===== config.mk =====
export PLATFORM = sky130hd
export DESIGN_NAME = ssbs_subtracter
export DESIGN_NICKNAME = d
export VERILOG_FILES = /design/src/rtl/ssbs_pkg.sv /design/src/rtl/ssbs_lower.sv /design/src/rtl/ssbs_upper.sv /design/src/rtl/ssbs_outstage.sv /design/src/rtl/ssbs_subtracter.sv
export SDC_FILE = /design/constraint.sdc
export NUM_CORES = 1
export LEC_CHECK = 0
export BUFFER_PORTS_ARGS = -buffer_cell sky130_fd_sc_hd__buf_2
export CAP_MARGIN = 5
export CORE_MARGIN = 8
export CORE_UTILIZATION = 30
export CTS_CLUSTER_DIAMETER = 60
export DETAILED_ROUTE_END_ITERATION = 16
export PLACE_DENSITY = 0.67
export SYNTH_ARGS = -nofsm -noshare
export SYNTH_HDL_FRONTEND = slang
export SYNTH_SLANG_ARGS = --single-unit

===== constraint.sdc =====
create_clock -name clk -period 1.7 [get_ports clk]
set_input_delay 0.425 -clock clk [delete_from_list [all_inputs] [get_ports clk]]
set_output_delay 0.425 -clock clk [all_outputs]
set_load 0.02 [all_outputs]

===== src/rtl/ssbs_pkg.sv =====
// Shared types and helpers for the sign-magnitude borrow-save subtracter.
// Assumes a digit value is 0 whenever its magnitude bit is 0.
package ssbs_pkg;

    // One redundant digit: sign bit and magnitude bit.
    typedef struct packed {
        logic sgn;
        logic mag;
    } sd_t;

    // Conditional negation that also forces zero digits to a positive sign.
    function automatic sd_t sd_negate(input sd_t x, input logic en);
        sd_t y;
        y.mag = x.mag;
        y.sgn = (x.sgn ^ en) & x.mag;
        return y;
    endfunction

endpackage


===== src/rtl/ssbs_lower.sv =====
// Lower stage of one position: splits (a_i - m_i) into -2*t_out + d.
// Assumes a_i is in {-1,0,+1} and m_i in {0,1}; neg flips a_i's sign first.
module ssbs_lower (
    input  logic a_sgn,
    input  logic a_mag,
    input  logic m_bit,
    input  logic neg,
    output logic t_out,
    output logic d
);
    logic eff_sgn;

    // Form the transfer and the residue digit for this position.
    always_comb begin
        eff_sgn = a_sgn ^ neg;
        t_out   = a_mag ? eff_sgn : m_bit;
        d       = a_mag ^ m_bit;
    end
endmodule


===== src/rtl/ssbs_upper.sv =====
// Upper stage of one position: s = d - t_in, then optional negation.
// Assumes d and t_in are each in {0,1}; the output is canonical.
module ssbs_upper
    import ssbs_pkg::*;
(
    input  logic d,
    input  logic t_in,
    input  logic neg,
    output sd_t  s
);
    sd_t raw;

    // Combine the residue with the incoming transfer and apply the mode.
    always_comb begin
        raw.mag = d ^ t_in;
        raw.sgn = t_in & ~d;
        s       = sd_negate(raw, neg);
    end
endmodule


===== src/rtl/ssbs_outstage.sv =====
// Output stage: either a plain wire or a register with synchronous
// active-low clear, chosen by OUT_REG. Assumes W >= 1.
module ssbs_outstage #(
    parameter int W       = 18,
    parameter bit OUT_REG = 1'b1
) (
    input  logic         clk,
    input  logic         rst_n,
    input  logic [W-1:0] din,
    output logic [W-1:0] dout
);
    generate
        if (OUT_REG) begin : g_reg
            logic [W-1:0] q;
            // Capture the result on each rising edge, clear on reset.
            always_ff @(posedge clk) begin
                if (!rst_n) q <= '0;
                else        q <= din;
            end
            assign dout = q;
        end else begin : g_wire
            assign dout = din;
        end
    endgenerate
endmodule


===== src/rtl/ssbs_subtracter.sv =====
// N-digit sign-magnitude borrow-save subtracter with an add mode.
// Subtract: r = a - m. Add: r = -((-a) - m) = a + m, with digit negation
// done by sign flips only. Transfer into digit 0 is zero; the transfer
// out of digit N-1 appears as the top digit (weight 2^N).
module ssbs_subtracter
    import ssbs_pkg::*;
#(
    parameter int N       = 8,
    parameter bit OUT_REG = 1'b1
) (
    input  logic         clk,
    input  logic         rst_n,
    input  logic         add_en,
    input  logic [N-1:0] a_sgn,
    input  logic [N-1:0] a_mag,
    input  logic [N-1:0] m_bin,
    output logic [N-1:0] r_sgn,
    output logic [N-1:0] r_mag,
    output logic         r_top_sgn,
    output logic         r_top_mag
);
    localparam int W = 2 * N + 2;

    logic [N:0]   t;
    logic [N-1:0] d;
    sd_t  [N-1:0] s;
    sd_t          top_raw;
    sd_t          top;
    logic [W-1:0] res_c;
    logic [W-1:0] res_q;

    assign t[0] = 1'b0;

    generate
        for (genvar i = 0; i < N; i++) begin : g_pos
            ssbs_lower u_lo (
                .a_sgn (a_sgn[i]),
                .a_mag (a_mag[i]),
                .m_bit (m_bin[i]),
                .neg   (add_en),
                .t_out (t[i+1]),
                .d     (d[i])
            );
            ssbs_upper u_up (
                .d    (d[i]),
                .t_in (t[i]),
                .neg  (add_en),
                .s    (s[i])
            );
            assign res_c[i]     = s[i].sgn;
            assign res_c[N + i] = s[i].mag;
        end
    endgenerate

    // Top digit carries the value -t[N] before the mode negation.
    always_comb begin
        top_raw.mag = t[N];
        top_raw.sgn = t[N];
        top         = sd_negate(top_raw, add_en);
    end

    assign res_c[2*N]     = top.sgn;
    assign res_c[2*N + 1] = top.mag;

    ssbs_outstage #(.W(W), .OUT_REG(OUT_REG)) u_out (
        .clk   (clk),
        .rst_n (rst_n),
        .din   (res_c),
        .dout  (res_q)
    );

    assign r_sgn     = res_q[N-1:0];
    assign r_mag     = res_q[2*N-1:N];
    assign r_top_sgn = res_q[2*N];
    assign r_top_mag = res_q[2*N+1];
endmodule


# --- After elaboration in Yosys (flattened, before gate mapping) ---
# Index checks and enable logic that the tools add are counted.
classes:
  n_shift: 0
  div: 0
  bitwise_logic: 54
  n_addsub: 0
  reduce_logical: 0
  magnitude_cmp: 0
  mul: 0
  eq_ne: 0
  muxes: 8
op_table:
  columns: ["cell", "count"]
  rows:
  - ["bitwise XOR 1 bit", 31]
  - ["bitwise AND 1 bit", 16]
  - ["two-way mux 1 bit", 8]
  - ["inverter 1 bit", 7]
totals:
  reg_bits: 18
  elab_cells: 63
  ramBits: 0
  input_bits: 27
  output_inout_bits: 18
  n_memories: 0
  mem_bits_ro: 0
  latchBits: 0

# --- Logic depth before layout (Yosys ltp) ---
depth:
  word_depth: 5
  ltp_mapped: 7
  ltp_nobuf: 5

# --- By module ---
# A second synthesis with hierarchy kept.
unflattened:
  hier_cells: 111
  area_unflattened_um2: 989.7
by_module_without_submodules:
  columns: ["module", "seq_area_each_um2", "instances", "area_each_um2", "cells_each"]
  rows:
  - ["ssbs_outstage", 360.3, 1, 501.7, 37]
  - ["ssbs_upper", 0.0, 8, 32.5, 5]
  - ["ssbs_lower", 0.0, 8, 26.3, 4]
  - ["ssbs_subtracter", 0.0, 1, 17.5, 2]

# --- Worst setup path after synthesis ---
# Ideal clock, no wire load.
synth_timing:
  kind: "input to register"
  startpoint: "input port add_en"
  endpoint: "register u_out.g_reg.q[2] (netlist: u_out.dout[2])"
  required_ns: 1.585
  setup_time_ns: 0.115
  slack_ns: 0.144
  path_stages: 7
  n_path_buf: 2
  t_arrival_ns: 1.441
  cell_sequence: "buf_6 -> buf_12 -> xnor2_1 -> a21oi_1 -> ha_1 -> and2b_1 -> and2_1"
synth_between:
  elab_chain_cells: 5
  elab_cells_between_ends: 6
  cone_classes: "1 x mux; 5 x bitwise"
synth_lines:
  columns: ["item", "line_no", "text"]
  rows:
  - ["from (decl)", "ssbs_subtracter.sv:13", "input logic add_en,"]
  - ["bitwise XOR 1 bit", "ssbs_lower.sv:15", "eff_sgn = a_sgn ^ neg;"]
  - ["two-way mux 1 bit", "ssbs_lower.sv:16", "t_out = a_mag ? eff_sgn : m_bit;"]
  - ["bitwise AND 1 bit", "ssbs_upper.sv:16", "raw.sgn = t_in & ~d;"]
  - ["bitwise XOR 1 bit", "ssbs_pkg.sv:15", "y.sgn = (x.sgn ^ en) & x.mag;"]
  - ["bitwise AND 1 bit (*)", "ssbs_pkg.sv:15", null]
  - ["to (signal assigned)", "ssbs_outstage.sv:18", "else q <= din;"]
  - ["to (decl)", "ssbs_outstage.sv:14", "logic [W-1:0] q;"]
# Every way passes the cells marked *; elsewhere a longest branch is shown, timed or not.
# A chain may end at the register's enable or synchronous reset.

# --- Worst setup path in the final report ---
layout_timing:
  startpoint: "input port add_en"
  endpoint: "register u_out.g_reg.q[7] (netlist: u_out.dout[7])"
# Same word-level chain as after synthesis.

==> summary.txt <==
Run status
  • Status: completed

Final layout
  • Layout area overhead: 27.9%
  • Share of cells above drive strength 1: 37.2%
  • NumNets Final: 165
  • Design Area, Final: 1130 sq um
  • N_diodes: 0
  • Max reg flops: 18
  • Final Non-Filler Cells: 160

CTS
  • Maximum buffer depth of the clock tree: 2
  • Clock Sinks: 18
  • CTS tree: done
  • Resize count post-CTS: 0
  • Root buffer selected by CTS: clkbuf_4
  • Number of buffers added for setup after CTS: 0
  • Clk pin slew, worst setup/hold paths: 0.10 ns
  • CTS H-tree depth: 1
  • Post-CTS Hold Buffers: 0
  • TritonCTS Buffers: 3

Synthesis
  • Cells after synthesis: 85
  • Post-synthesis mux area share: 1.13%
  • Leading area contributor after synthesis: dfxtp_1
  • Synth Area in Compound Gates: 5.11%
  • Simple-gate share of the synthesized area: 16.2%
  • Synth area leaders: dfxtp_1 41%, xnor2_1 15%, ha_1 9.9%
  • Main combinational cell family by area after synthesis: XOR/XNOR gates
  • Synthesized cell area: 882 sq um
  • Mean Syn Cell Area: 10.4 sq um
  • Xor/xnor share of the synthesized area: 22.8%
  • Net count after synthesis: 119
  • Yosys cell types: 16
  • Seq/Total Area, Yosys: 40.9%
  • Top cell type's share of synthesized area: 40.9%
  • Yosys warnings: 0
  • Adder-cell area share of the yosys netlist: 9.93%
  • Flops & latches, synth: 18

Critical path
  • CP Class: input pin to flop
  • Setup crit start: add_en
  • Crit end category: flop
  • Levels on crit path: 6
  • Top Family by Delay on Critical Path: buffers and inverters
  • Critical-path cell list: buf_2, xnor2_1, a21oi_1, ha_1, and2b_1, and2_1
  • CP max FO: 17
  • CP max stage cell: buf_2
  • CP required: 1.89 ns
  • Setup crit end: u_out.dout[7]$_SDFF_PN0_
  • Slowest Stage Delay on Critical Path: 0.37 ns
  • WP buf/inv: 1
  • Worst path arrival time: 1.63 ns
  • Crit start category: input pin

Route
  • Antenna viol nets, final: 0
  • DRT Pass-1 Iters: 2
  • 1st-iter DRT viols: 1
  • Drt wl/cell: 11.7 um
  • Vias: 685
  • Vias per std cell: 4.28
  • Drt drc: 0
  • Routed wire length: 1880 um

Timing
  • Fin. Hold Viols: 0
  • Min Clock Period, post-route: 1.45 ns
  • Final worst-path cycle share: 85.1%
  • Max_slew headroom: 70.2%
  • Setup violators final: 0
  • Worst slew pin tran: 0.448 ns
  • Top achievable clock speed: 0.691 GHz
  • RSZ-0062 raised after global routing: false
  • Slew Limit Fails: 0
  • Worst setup margin: 0.253 ns

Global route
  • Vias in the first global route: 787
  • GRT Total Usage: 8.15%
  • Grt met1 use: 9.17%
  • Grt total ovfl: 0
  • Pin count of the biggest net entering global routing: 18
  • Global-route layer with the greatest usage: met2
  • M3 GR Usage: 3.95%
  • GR Util met2: 13.1%
  • Initial antenna violation count: 0
  • First-pass GRT wire length: 3370 um

Placed design
  • Port Buffer Count: 44
  • DP Worst Slack: -0.0719 ns
  • Cell Area, Placed: 1110 sq um
  • Gpl congestion: 0.646
  • Dpl hpwl: 1610 um
  • Placed insts: 157

Die
  • Die W: 70.2 um
  • IO Pins: 45
  • Row cnt: 19
  • Height of the chip: 70.2 um
  • Core ar.: 2780 sq um
  • Initial Util: 31.7%
  • Total die area: 4930 sq um

Worst hold path
  • Beginning of the worst hold path: a_mag[7]
  • Worst Hold Class: input pin to flop

Power
  • P per Cell Area: 858 nW/um^2
  • P_leak: 0.573 nW
  • Peak VDD IR: 0.439 mV

Flow run
  • Max_cap viols: 0
==> synthesized netlist by cell type <==
master,instances
dfxtp_1,18
xnor2_1,15
a21oi_1,8
and2_1,8
xor2_1,8
ha_1,7
nor2_1,7
and2b_1,6
and3_2,1
buf_12,1
buf_6,1
clkbuf_1,1
mux2i_1,1
nor2b_1,1
nor3b_1,1
o21ai_0,1
==> placed cells by master, fill, tap and decap left out <==
cell type  count
nor3b_1        1
a21oi_1        8
o21ai_0        1
ha_1           7
nor2b_1        1
and3_2         1
xnor2_1       15
mux2i_1        1
dfxtp_1       18
buf_2         44
and2_1         8
nor2_1         7
xor2_1         8
clkbuf_4       3
and2b_1        6
==> routing by layer <==
metal	wire (um)	vias to the layer above
li1	-	363
met3	178	0
met5	0	-
met1	846	295
met2	854	27
met4	0	0
==> power by group <==
group          leakage [nW]  internal, W  switching [W]
clock network        0.0138    0.0000821       0.000123
logic                 0.410     0.000132       0.000157
registers             0.149     0.000466     0.00000795
==> kinds of logic after synthesis <==
logic type	Yosys count
compound gates	9
mux	1
buf+inv	3
simple gates	24
xor+xnor	23
flops	18
fa+ha+maj	7
==> area by class of cell <==
type | count | area [sq um]
clock buffer | 3 | 22.5
fill | 291 | 1650
multi-input combinational | 64 | 487
sequential | 18 | 360
tap | 31 | 38.8
timing repair buffer | 44 | 220
==> worst min-delay path by stage <==
stage,to,cells past startpoint,slack (ns)
after floorplan,u_out.dout[17]$_SDFF_PN0_,1,0.51
after global placement,u_out.dout[17]$_SDFF_PN0_,2,0.66
after detailed placement,u_out.dout[17]$_SDFF_PN0_,2,0.67
after CTS,u_out.dout[17]$_SDFF_PN0_,2,0.36
after global routing,u_out.dout[17]$_SDFF_PN0_,2,0.39
final,u_out.dout[17]$_SDFF_PN0_,2,0.37
==> metrics by stage <==
step	TNS (ns)	hold WS, ns	utilization (%)	total power [W]
after floorplan	0	0.515	-	0.000679
after global placement	-0.0977	0.661	39.8	0.000769
after detailed placement	-0.349	0.675	39.8	0.000780
after CTS	0	0.362	40.6	0.000990
after global routing	0	0.389	40.6	0.00105
final	0	0.374	40.6	0.000968
(Power assumes the default switching activity.)
